## src/rtl/lcd_spi_pkg.sv

```systemverilog
// Shared types for the display command transmitter.
// Assumes an 8-bit byte; the tag bit marks parameter (1) or command (0).
package lcd_spi_pkg;
    localparam int BYTE_W = 8;

    typedef struct packed {
        logic                is_param;
        logic [BYTE_W-1:0]   bits;
    } tx_word_t;
endpackage

```

## src/rtl/spi_sclk_div.sv

```systemverilog
// Half-period tick generator for the serial clock.
// Emits a one-cycle tick every 2^div_sel system cycles while run is high.
// Assumes div_sel is stable while run is high; the counter restarts from zero when run drops.
module spi_sclk_div #(
    parameter int DIV_W = 3
) (
    input  logic             clk,
    input  logic             rst_n,
    input  logic             run,
    input  logic [DIV_W-1:0] div_sel,
    output logic             tick
);
    localparam int CNT_W = (2 ** DIV_W) - 1;

    logic [CNT_W-1:0] cnt;
    logic [CNT_W-1:0] half_m1;

    // Terminal count of one half period
    assign half_m1 = ({{(CNT_W-1){1'b0}}, 1'b1} << div_sel) - 1'b1;
    assign tick    = run && (cnt >= half_m1);

    // Count system cycles within a half period
    always_ff @(posedge clk) begin
        if (!rst_n || !run || tick) cnt <= '0;
        else                        cnt <= cnt + 1'b1;
    end
endmodule

```

## src/rtl/tx_hold_buf.sv

```systemverilog
// One-entry holding register in front of the shifter.
// Accepts a write only when empty and enabled; cleared whenever en is low.
module tx_hold_buf
    import lcd_spi_pkg::*;
(
    input  logic     clk,
    input  logic     rst_n,
    input  logic     en,
    input  logic     wr_valid,
    input  tx_word_t wr_word,
    input  logic     take,
    output logic     full,
    output tx_word_t word
);
    // Fill on accepted write, empty on transfer to the shifter
    always_ff @(posedge clk) begin
        if (!rst_n || !en) begin
            full <= 1'b0;
            word <= '0;
        end else if (take) begin
            full <= 1'b0;
        end else if (wr_valid && !full) begin
            full <= 1'b1;
            word <= wr_word;
        end
    end
endmodule

```

## src/rtl/tx_shift_eng.sv

```systemverilog
// Mode-0 shift engine: loads a byte and its tag, then drives sclk and data MSB first.
// Data changes on the falling edge (or at load) and sclk rises at each odd tick.
// Assumes tick comes from a divider that runs only while run is high.
module tx_shift_eng
    import lcd_spi_pkg::*;
(
    input  logic     clk,
    input  logic     rst_n,
    input  logic     en,
    input  logic     out_en,
    input  logic     tick,
    input  logic     hold_full,
    input  tx_word_t hold_word,
    output logic     take,
    output logic     run,
    output logic     active,
    output logic     sclk,
    output logic     sda,
    output logic     dc
);
    localparam int BC_W = $clog2(BYTE_W);
    localparam logic [BC_W-1:0] LAST_BIT = BC_W'(BYTE_W - 1);

    logic [BYTE_W-1:0] shreg;
    logic [BC_W-1:0]   bit_cnt;
    logic              last_fall;

    assign run       = active && en && out_en;
    assign last_fall = tick && sclk && (bit_cnt == LAST_BIT);
    assign take      = en && out_en && hold_full && (!active || last_fall);
    assign sda       = active ? shreg[BYTE_W-1] : 1'b0;

    // Load, toggle the clock and shift on each half-period tick
    always_ff @(posedge clk) begin
        if (!rst_n) begin
            active  <= 1'b0;
            sclk    <= 1'b0;
            bit_cnt <= '0;
            shreg   <= '0;
            dc      <= 1'b1;
        end else if (!en) begin
            active  <= 1'b0;
            sclk    <= 1'b0;
            bit_cnt <= '0;
        end else if (take) begin
            active  <= 1'b1;
            sclk    <= 1'b0;
            bit_cnt <= '0;
            shreg   <= hold_word.bits;
            dc      <= hold_word.is_param;
        end else if (tick) begin
            if (!sclk) begin
                sclk <= 1'b1;
            end else begin
                sclk  <= 1'b0;
                shreg <= {shreg[BYTE_W-2:0], 1'b0};
                if (bit_cnt == LAST_BIT) active <= 1'b0;
                else                     bit_cnt <= bit_cnt + 1'b1;
            end
        end
    end
endmodule

```

## src/rtl/lcd_spi_tx.sv

```systemverilog
// Write-only serial master for a display command port.
// Holding register + shifter, status flags txe/bsy, and chip-select framing.
// Assumes the host drops en only when bsy is 0 and changes div_sel only while idle.
module lcd_spi_tx
    import lcd_spi_pkg::*;
#(
    parameter int DIV_W = 3
) (
    input  logic             clk,
    input  logic             rst_n,
    input  logic             en,
    input  logic             out_en,
    input  logic [DIV_W-1:0] div_sel,
    input  logic             frame_hold,
    input  logic             wr_valid,
    input  logic [7:0]       wr_data,
    input  logic             wr_param,
    output logic             txe,
    output logic             bsy,
    output logic             cs_n,
    output logic             dcx,
    output logic             sclk,
    output logic             sda_o,
    output logic             sda_oe
);
    tx_word_t in_word, held;
    logic     hold_full, take, run, tick, active;

    assign in_word = '{is_param: wr_param, bits: wr_data};

    tx_hold_buf u_hold (
        .clk(clk), .rst_n(rst_n), .en(en), .wr_valid(wr_valid),
        .wr_word(in_word), .take(take), .full(hold_full), .word(held)
    );

    spi_sclk_div #(.DIV_W(DIV_W)) u_div (
        .clk(clk), .rst_n(rst_n), .run(run), .div_sel(div_sel), .tick(tick)
    );

    tx_shift_eng u_shift (
        .clk(clk), .rst_n(rst_n), .en(en), .out_en(out_en), .tick(tick),
        .hold_full(hold_full), .hold_word(held), .take(take), .run(run),
        .active(active), .sclk(sclk), .sda(sda_o), .dc(dcx)
    );

    // Status flags and chip-select framing
    assign txe    = !(en && hold_full);
    assign bsy    = en && (active || hold_full);
    assign cs_n   = !(en && (active || hold_full || frame_hold));
    assign sda_oe = en && out_en;
endmodule

```

## config.mk

```make
export PLATFORM = sky130hd
export DESIGN_NAME = lcd_spi_tx
export DESIGN_NICKNAME = d
export VERILOG_FILES = /design/src/rtl/lcd_spi_pkg.sv /design/src/rtl/spi_sclk_div.sv /design/src/rtl/tx_hold_buf.sv /design/src/rtl/tx_shift_eng.sv /design/src/rtl/lcd_spi_tx.sv
export SDC_FILE = /design/constraint.sdc
export NUM_CORES = 1
export LEC_CHECK = 0
export ABC_AREA = 1
export CAP_MARGIN = 25
export CORE_MARGIN = 2
export CORE_UTILIZATION = 35
export CTS_CLUSTER_DIAMETER = 200
export DETAILED_ROUTE_END_ITERATION = 12
export HOLD_SLACK_MARGIN = 0.08
export PLACE_DENSITY = 0.56
export SETUP_SLACK_MARGIN = 0.2
export SYNTH_ARGS = -nofsm -noshare
export SYNTH_HDL_FRONTEND = slang
export SYNTH_SLANG_ARGS = --single-unit
```

## constraint.sdc

```tcl
create_clock -name clk -period 4.7 [get_ports clk]
set_clock_uncertainty 0.1 [all_clocks]
set_input_delay 1.175 -clock clk [delete_from_list [all_inputs] [get_ports clk]]
set_output_delay 1.175 -clock clk [all_outputs]
set_load 0.01 [all_outputs]
```

# After elaboration in Yosys (flattened, before gate mapping)
# Index checks and enable logic that the tools add are counted.
[totals]
out_inout_bits = 7
romBits = 0
ff_bits = 31
latch_bits = 0
ramBits = 0
mem_count = 0
inputBits = 18
[classes]
reduce_logical = 36
n_lt_le_gt_ge = 1
n_addsub = 3
n_bitwise = 4
n_div = 0
eq_ne = 1
muxes = 9
multipliers = 0
shift = 1
[ops]
columns = ["cell", "count"]
rows = [
  ["8-bit two-way mux", 3],
  ["1-bit logical AND", 12],
  ["3-bit AND reduction", 3],
  ["7-bit by 1-bit adder with 7-bit output (second input constant)", 1],
  ["7-bit greater-or-equal comparator", 1],
  ["1-bit logical NOT", 7],
  ["1-bit by 3-bit << shifter with 7-bit output (first input constant)", 1],
  ["7-bit by 1-bit subtractor with 7-bit output (second input constant)", 1],
  ["1-bit logical OR", 6],
  ["1-bit two-way mux", 6],
  ["2-bit AND reduction", 3],
  ["2-bit nonzero test", 3],
  ["1-bit inverter", 4],
  ["3-bit by 1-bit adder with 3-bit output (second input constant)", 1],
  ["3-bit equality test (second input constant)", 1],
  ["3-bit OR reduction", 1],
  ["2-bit OR reduction", 1],
]

# Depth between registers and ports, before layout
[logic_depth]
ltp_word = 10
ltp_mapped = 18
ltp_nobuf = 18

# Hierarchy
# From an unflattened synthesis, not the netlist that was laid out.
[hier_totals]
hier_cells = 253
area_unflattened_um2 = 1714.1
[by_module_without_submodules]
columns = ["mod", "n_inst", "seq_area_each_um2", "area_each_um2", "cells_per_inst"]
rows = [
  ["tx_shift_eng", 1, 280.3, 701.9, 112],
  ["spi_sclk_div", 1, 140.1, 526.8, 69],
  ["tx_hold_buf", 1, 200.2, 449.2, 63],
  ["lcd_spi_tx", 1, 0.0, 36.3, 9],
]

# Worst setup path after synthesis
# OpenSTA, ideal clock, no wires.
[synth_path]
kind = "input port to flip-flop"
start = "in div_sel[2]"
end = "reg u_shift.sclk"
path_buffers = 1
arrival_time_ns = 3.155
slack_ns = 1.385
cell_stages = 16
path_cell_list = "inv_1 > nand3_1 > ha_1 > o21ai_0 > o21ai_0 > o211ai_1 > ha_1 > nand2_1 > inv_1 > a21oi_2 > nand3_1 > nand4_1 > nand2_2 > buf_6 > a21oi_4 > and3_1"
[synth_between]
elab_chain_cells = 9
[synth_lines]
columns = ["element", "line", "rtl"]
rows = [
  ["start, declared", "lcd_spi_tx.sv:13", "input logic [DIV_W-1:0] div_sel,"],
  ["1-bit by 3-bit << shifter with 7-bit output (*)", "spi_sclk_div.sv:19", "assign half_m1 = ({{(CNT_W-1){1'b0}}, 1'b1} << div_sel) - 1'b1;"],
  ["7-bit by 1-bit subtractor with 7-bit output (*)", "spi_sclk_div.sv:19", ""],
  ["7-bit greater-or-equal comparator (*)", "spi_sclk_div.sv:20", "assign tick = run && (cnt >= half_m1);"],
  ["1-bit logical AND (*)", "spi_sclk_div.sv:20", ""],
  ["1-bit logical AND (2 in a row)", "tx_shift_eng.sv:29", "assign last_fall = tick && sclk && (bit_cnt == LAST_BIT);"],
  ["1-bit logical OR", "tx_shift_eng.sv:30", "assign take = en && out_en && hold_full && (!active || last_fall);"],
  ["1-bit logical AND", "tx_shift_eng.sv:30", ""],
  ["3-bit OR reduction (no line)", "--", ""],
  ["end signal, assigned", "tx_shift_eng.sv:37", "sclk <= 1'b0;"],
  ["end signal, assigned", "tx_shift_eng.sv:43", "sclk <= 1'b0;"],
  ["end signal, assigned", "tx_shift_eng.sv:47", "sclk <= 1'b0;"],
  ["end, declared", "tx_shift_eng.sv:17", "output logic sclk,"],
]
# Every way passes the cells marked *; elsewhere a longest branch is shown, timed or not.
# A chain may end at the register's enable or synchronous reset.

# Final worst setup path
[layout_path]
start = "in div_sel[2]"
end = "reg u_shift.bit_cnt[2]"
[layout_between]
elab_chain_cells = 9
[layout_lines]
columns = ["element", "line", "rtl"]
rows = [
  ["1-bit by 3-bit << shifter with 7-bit output (*)", "spi_sclk_div.sv:19", ""],
  ["7-bit by 1-bit subtractor with 7-bit output (*)", "spi_sclk_div.sv:19", ""],
  ["7-bit greater-or-equal comparator (*)", "spi_sclk_div.sv:20", ""],
  ["1-bit logical AND (*)", "spi_sclk_div.sv:20", ""],
  ["1-bit logical AND (2 in a row)", "tx_shift_eng.sv:29", ""],
  ["1-bit logical OR", "tx_shift_eng.sv:30", ""],
  ["1-bit logical AND", "tx_shift_eng.sv:30", ""],
  ["3-bit OR reduction (no line)", "--", ""],
  ["end signal, assigned", "tx_shift_eng.sv:58", "else bit_cnt <= bit_cnt + 1'b1;"],
  ["end, declared", "tx_shift_eng.sv:25", "logic [BC_W-1:0] bit_cnt;"],
]
# Marks and branches as above.

==> Flow_metrics.wiki <==
{| class="wikitable"
! Metric !! Value
|-
| Outcome || complete, no violations
|-
| Final Setup Violations || 0
|-
| Met2 Use GR || between 20% and 30%
|-
| Number of flops mapped to enable cells by yosys || 0
|-
| Placeable Area || 4660 µm²
|-
| Clock insertion delay at the later pin of the skew report || 280 ps
|-
| Number of diodes added for antenna fixing || 0
|-
| Power density over the cells || between 200 and 300 nW/µm²
|-
| Number of cells on the worst reg-to-reg path || 13
|-
| Synthesis Warnings || 0
|-
| Count of endpoints failing hold in the final timing report || 0
|-
| Startpoint of the most critical hold path || u_shift.bit_cnt[1]
|-
| Leakage power figure || slightly above 0.9 nW
|-
| Overall via count from detail_route || about 1400
|-
| # Max-Cap Violations || 0
|-
| Maximum achievable frequency || approximately 260 MHz
|-
| Number of setup buffers added after CTS || 0
|-
| Hold path cells || 2
|-
| Worst slew margin relative to its limit || a little under three quarters
|-
| Height of the die || between 70 and 80 µm
|-
| Pin count of the biggest net entering global routing || 20
|-
| Post-CTS resize count || 0
|-
| Met1 Usage GRT || between 10% and 20%
|-
| Clock sink count || 31
|-
| Area contributors post-synth || dfxtp_1 (37%), nand2_1 (14%), ha_1 (8.3%)
|-
| Routed WL per cell || approximately 11 µm
|-
| Capturing element type of the critical path || register
|-
| Worst Hold Class || reg2reg
|-
| Nature of the critical path startpoint || input pin
|-
| Layout fillers || approximately 490
|-
| Maximum resistive drop on vdd || between 0.00015 and 0.0002 V
|-
| Maximum level of the CTS H-tree || 2
|-
| Top Usage Layer GRT || met2
|-
| TritonCTS buffer count || 5
|-
| Count of input and output buffers || 24
|-
| Most frequently used cell type in the post-synthesis netlist || nand2_1
|-
| Share of synthesized area occupied by flip-flops and latches || 37.2%
|-
| Wire length of the first global-routing pass || just under 6000 µm
|-
| Post-synthesis net count || approximately 260
|-
| Standard cell with the maximum stage delay on the critical path || clkdlybuf4s50_1
|-
| Cell-by-cell trace of the critical path || clkdlybuf4s50_1, inv_1, nand3_1, ha_1, o21ai_0, o21ai_0, o211ai_1, ha_1, nand2_1, inv_1, a21oi_2, nand3_1, nand4_1, nand2_2, nand2_4, nand2_1, a21oi_1
|-
| Share of final-layout standard cells stronger than drive strength 1 || between 6 and 7%
|-
| Nets@finish || 284
|-
| Antenna Nets Post-Route || 0
|-
| Vias/cell || 4.66
|-
| Netlist area before placement || 1670 µm²
|-
| Origin of the critical flop-to-flop path || u_div.cnt[0]
|-
| Peak per-stage delay on the critical path || 470 ps
|-
| Setup TNS after final layout || 0 ps
|-
| Startpoint-to-endpoint class of the critical path || in2reg
|-
| Total congestion overflow after global routing || 0
|-
| Slew Viols, Final || 0
|-
| Via count of the first global-routing pass || roughly 1400
|-
| Clock transition at the registers of the reported paths || around 70 ps
|-
| Number of rows created at floorplan || 25
|-
| Initial Utilization || a little over a third
|-
| CTS tree || yes
|-
| Routability-driven placement congestion ratio || 0.779
|-
| Iter 0 DRT Violations || between 70 and 80
|-
| Area delta synth->final || 22.9%
|-
| Die X || about 73 µm
|-
| Number of buffers on the longest clock path || 2
|-
| Post-synthesis async set-or-reset flop share || 0%
|-
| CP Max Fanout || 19
|-
| Synth top area share || 37.2%
|-
| Placed inst area || between 1500 and 2000 µm²
|-
| Synth cell types || 26
|-
| Half-perimeter wire length after detailed placement || 2530 µm
|-
| Minimum period implied by the final worst setup slack || 3860 ps
|-
| Setup repair after global routing missed its margin || false
|-
| CTS Root Cell || clkbuf_8
|-
| Overall die area || between 5000 and 6000 µm²
|-
| Detailed Route WL || ~3300 µm
|-
| Worst path required time || 4810 ps
|-
| Crit path arrival time || between 3000 and 4000 ps
|-
| Hold_buf cts || 0
|-
| Launching element of the worst setup path || div_sel[2]
|-
| Gr usage total || between 10% and 20%
|-
| Final standard cell area without fillers || 2050 µm²
|-
| Total iterations of the first detailed-routing run || 4
|-
| DRC viols || 0
|-
| Final critical-path share of the clock period || roughly 82%
|-
| Leading area contributor after synthesis || dfxtp_1
|-
| Initial antenna violation count || 0
|-
| Number of register bits inferred by synthesis || 31
|-
| Actual slew at the worst max-slew pin || approximately 430 ps
|-
| Leading cell types by count after synthesis || nand2_1 (61), dfxtp_1 (31), nor2_1 (28), inv_1 (23), nand3_1 (19)
|-
| Mean Syn Cell Area || approximately 7.3 µm²
|-
| Met3 Track Usage GR || 2.49%
|-
| Ys flop type || dfxtp_1
|-
| Syn Inst Count || ~230
|-
| IO Pins || 25
|}
worst max-delay path: cells and delay by family:
kind / cells / cell delay, ps
AND/OR/NAND/NOR: 7 / 910
adder cells (fa/ha/maj): 2 / 520
AO/OA/AOI/OAI: 5 / 640
buffers and inverters: 3 / 710
power by group:
part	leakage, nW	total [mW]	internal, mW	switching, mW
clock network	0.0505	0.233	0.133	0.100
logic	0.607	0.0591	0.0287	0.0304
registers	0.251	0.271	0.268	0.00288
sequential cells by signal, summed over array words and instances (netlist names):
| name | flops |
|---|---|
| u_div.cnt | 7 |
| u_hold.full | 1 |
| u_hold.word | 9 |
| u_shift.active | 1 |
| u_shift.bit_cnt | 3 |
| u_shift.dc | 1 |
| u_shift.sclk | 1 |
| u_shift.shreg | 8 |
worst paths after layout:
kind | endpoint | slack, ps
worst min register to register | u_shift.bit_cnt[1] | 370
worst max-delay path | u_shift.bit_cnt[2] | 840
worst min-delay path | u_shift.bit_cnt[1] | 370
worst max register to register | u_shift.shreg[6] | 2680
cells by family (layout without fill, tap and decap cells):
group | after synthesis | in the layout | share of synthesized area, %
simple gates | 128 | 128 | 35.6
flops | 31 | 31 | 37.2
buf+inv | 27 | 56 | 7.21
compound gates | 24 | 24 | 8.56
fa+ha+maj | 11 | 11 | 8.26
xor+xnor | 6 | 6 | 3.15
metal layers:
| metal | share of wire [%] | vias up | routed length, µm |
|---|---|---|---|
| li1 | - | 786 | - |
| met1 | 53 | 626 | 1770 |
| met2 | 41 | 30 | 1360 |
| met3 | 4.3 | 4 | 143 |
| met4 | 1.4 | 0 | 46 |
| met5 | 0 | - | 0 |
cell usage in the layout (no fill, tap or decap):
cell and count:
a21boi_1 1, a21oi_1 14, a21oi_2 1, a21oi_4 1, and3_1 1, clkbuf_8 7
clkdlybuf4s50_1 24, clkinv_1 1, clkinvlp_4 1, dfxtp_1 31, ha_1 11, inv_1 23
nand2_1 61, nand2_2 1, nand2_4 2, nand3_1 19, nand3b_1 7, nand4_1 2
nor2_1 28, nor2_2 1, nor2_4 2, nor2_8 1, nor3_1 3, o211ai_1 2
o21ai_0 5, xnor2_1 2, xor2_1 4
cell type report:
class | count | area [µm²] | area share, %
inverters | 24 | 90.1 | 4.40
clock inverters | 1 | 7.51 | 0.367
well taps | 54 | 67.6 | 3.30
flip-flops and latches | 31 | 621 | 30.3
multi-input cells | 169 | 926 | 45.2
repair buffers | 24 | 240 | 11.7
clock buffers | 7 | 96.3 | 4.70
metrics by stage:
step	hold WS (ps)	util (%)	setup WS (ps)	std cells	total power [mW]
5_1_grt	393	43.9	458	310	0.590
3_3_place_gp	360	41.7	618	302	0.336
4_1_cts	379	43.9	815	310	0.573
2_1_floorplan	330	-	1390	227	0.310
3_5_place_dp	367	41.7	533	302	0.336
6_report	374	43.9	844	310	0.563
No activity file was read; power rests on OpenSTA's default activity.
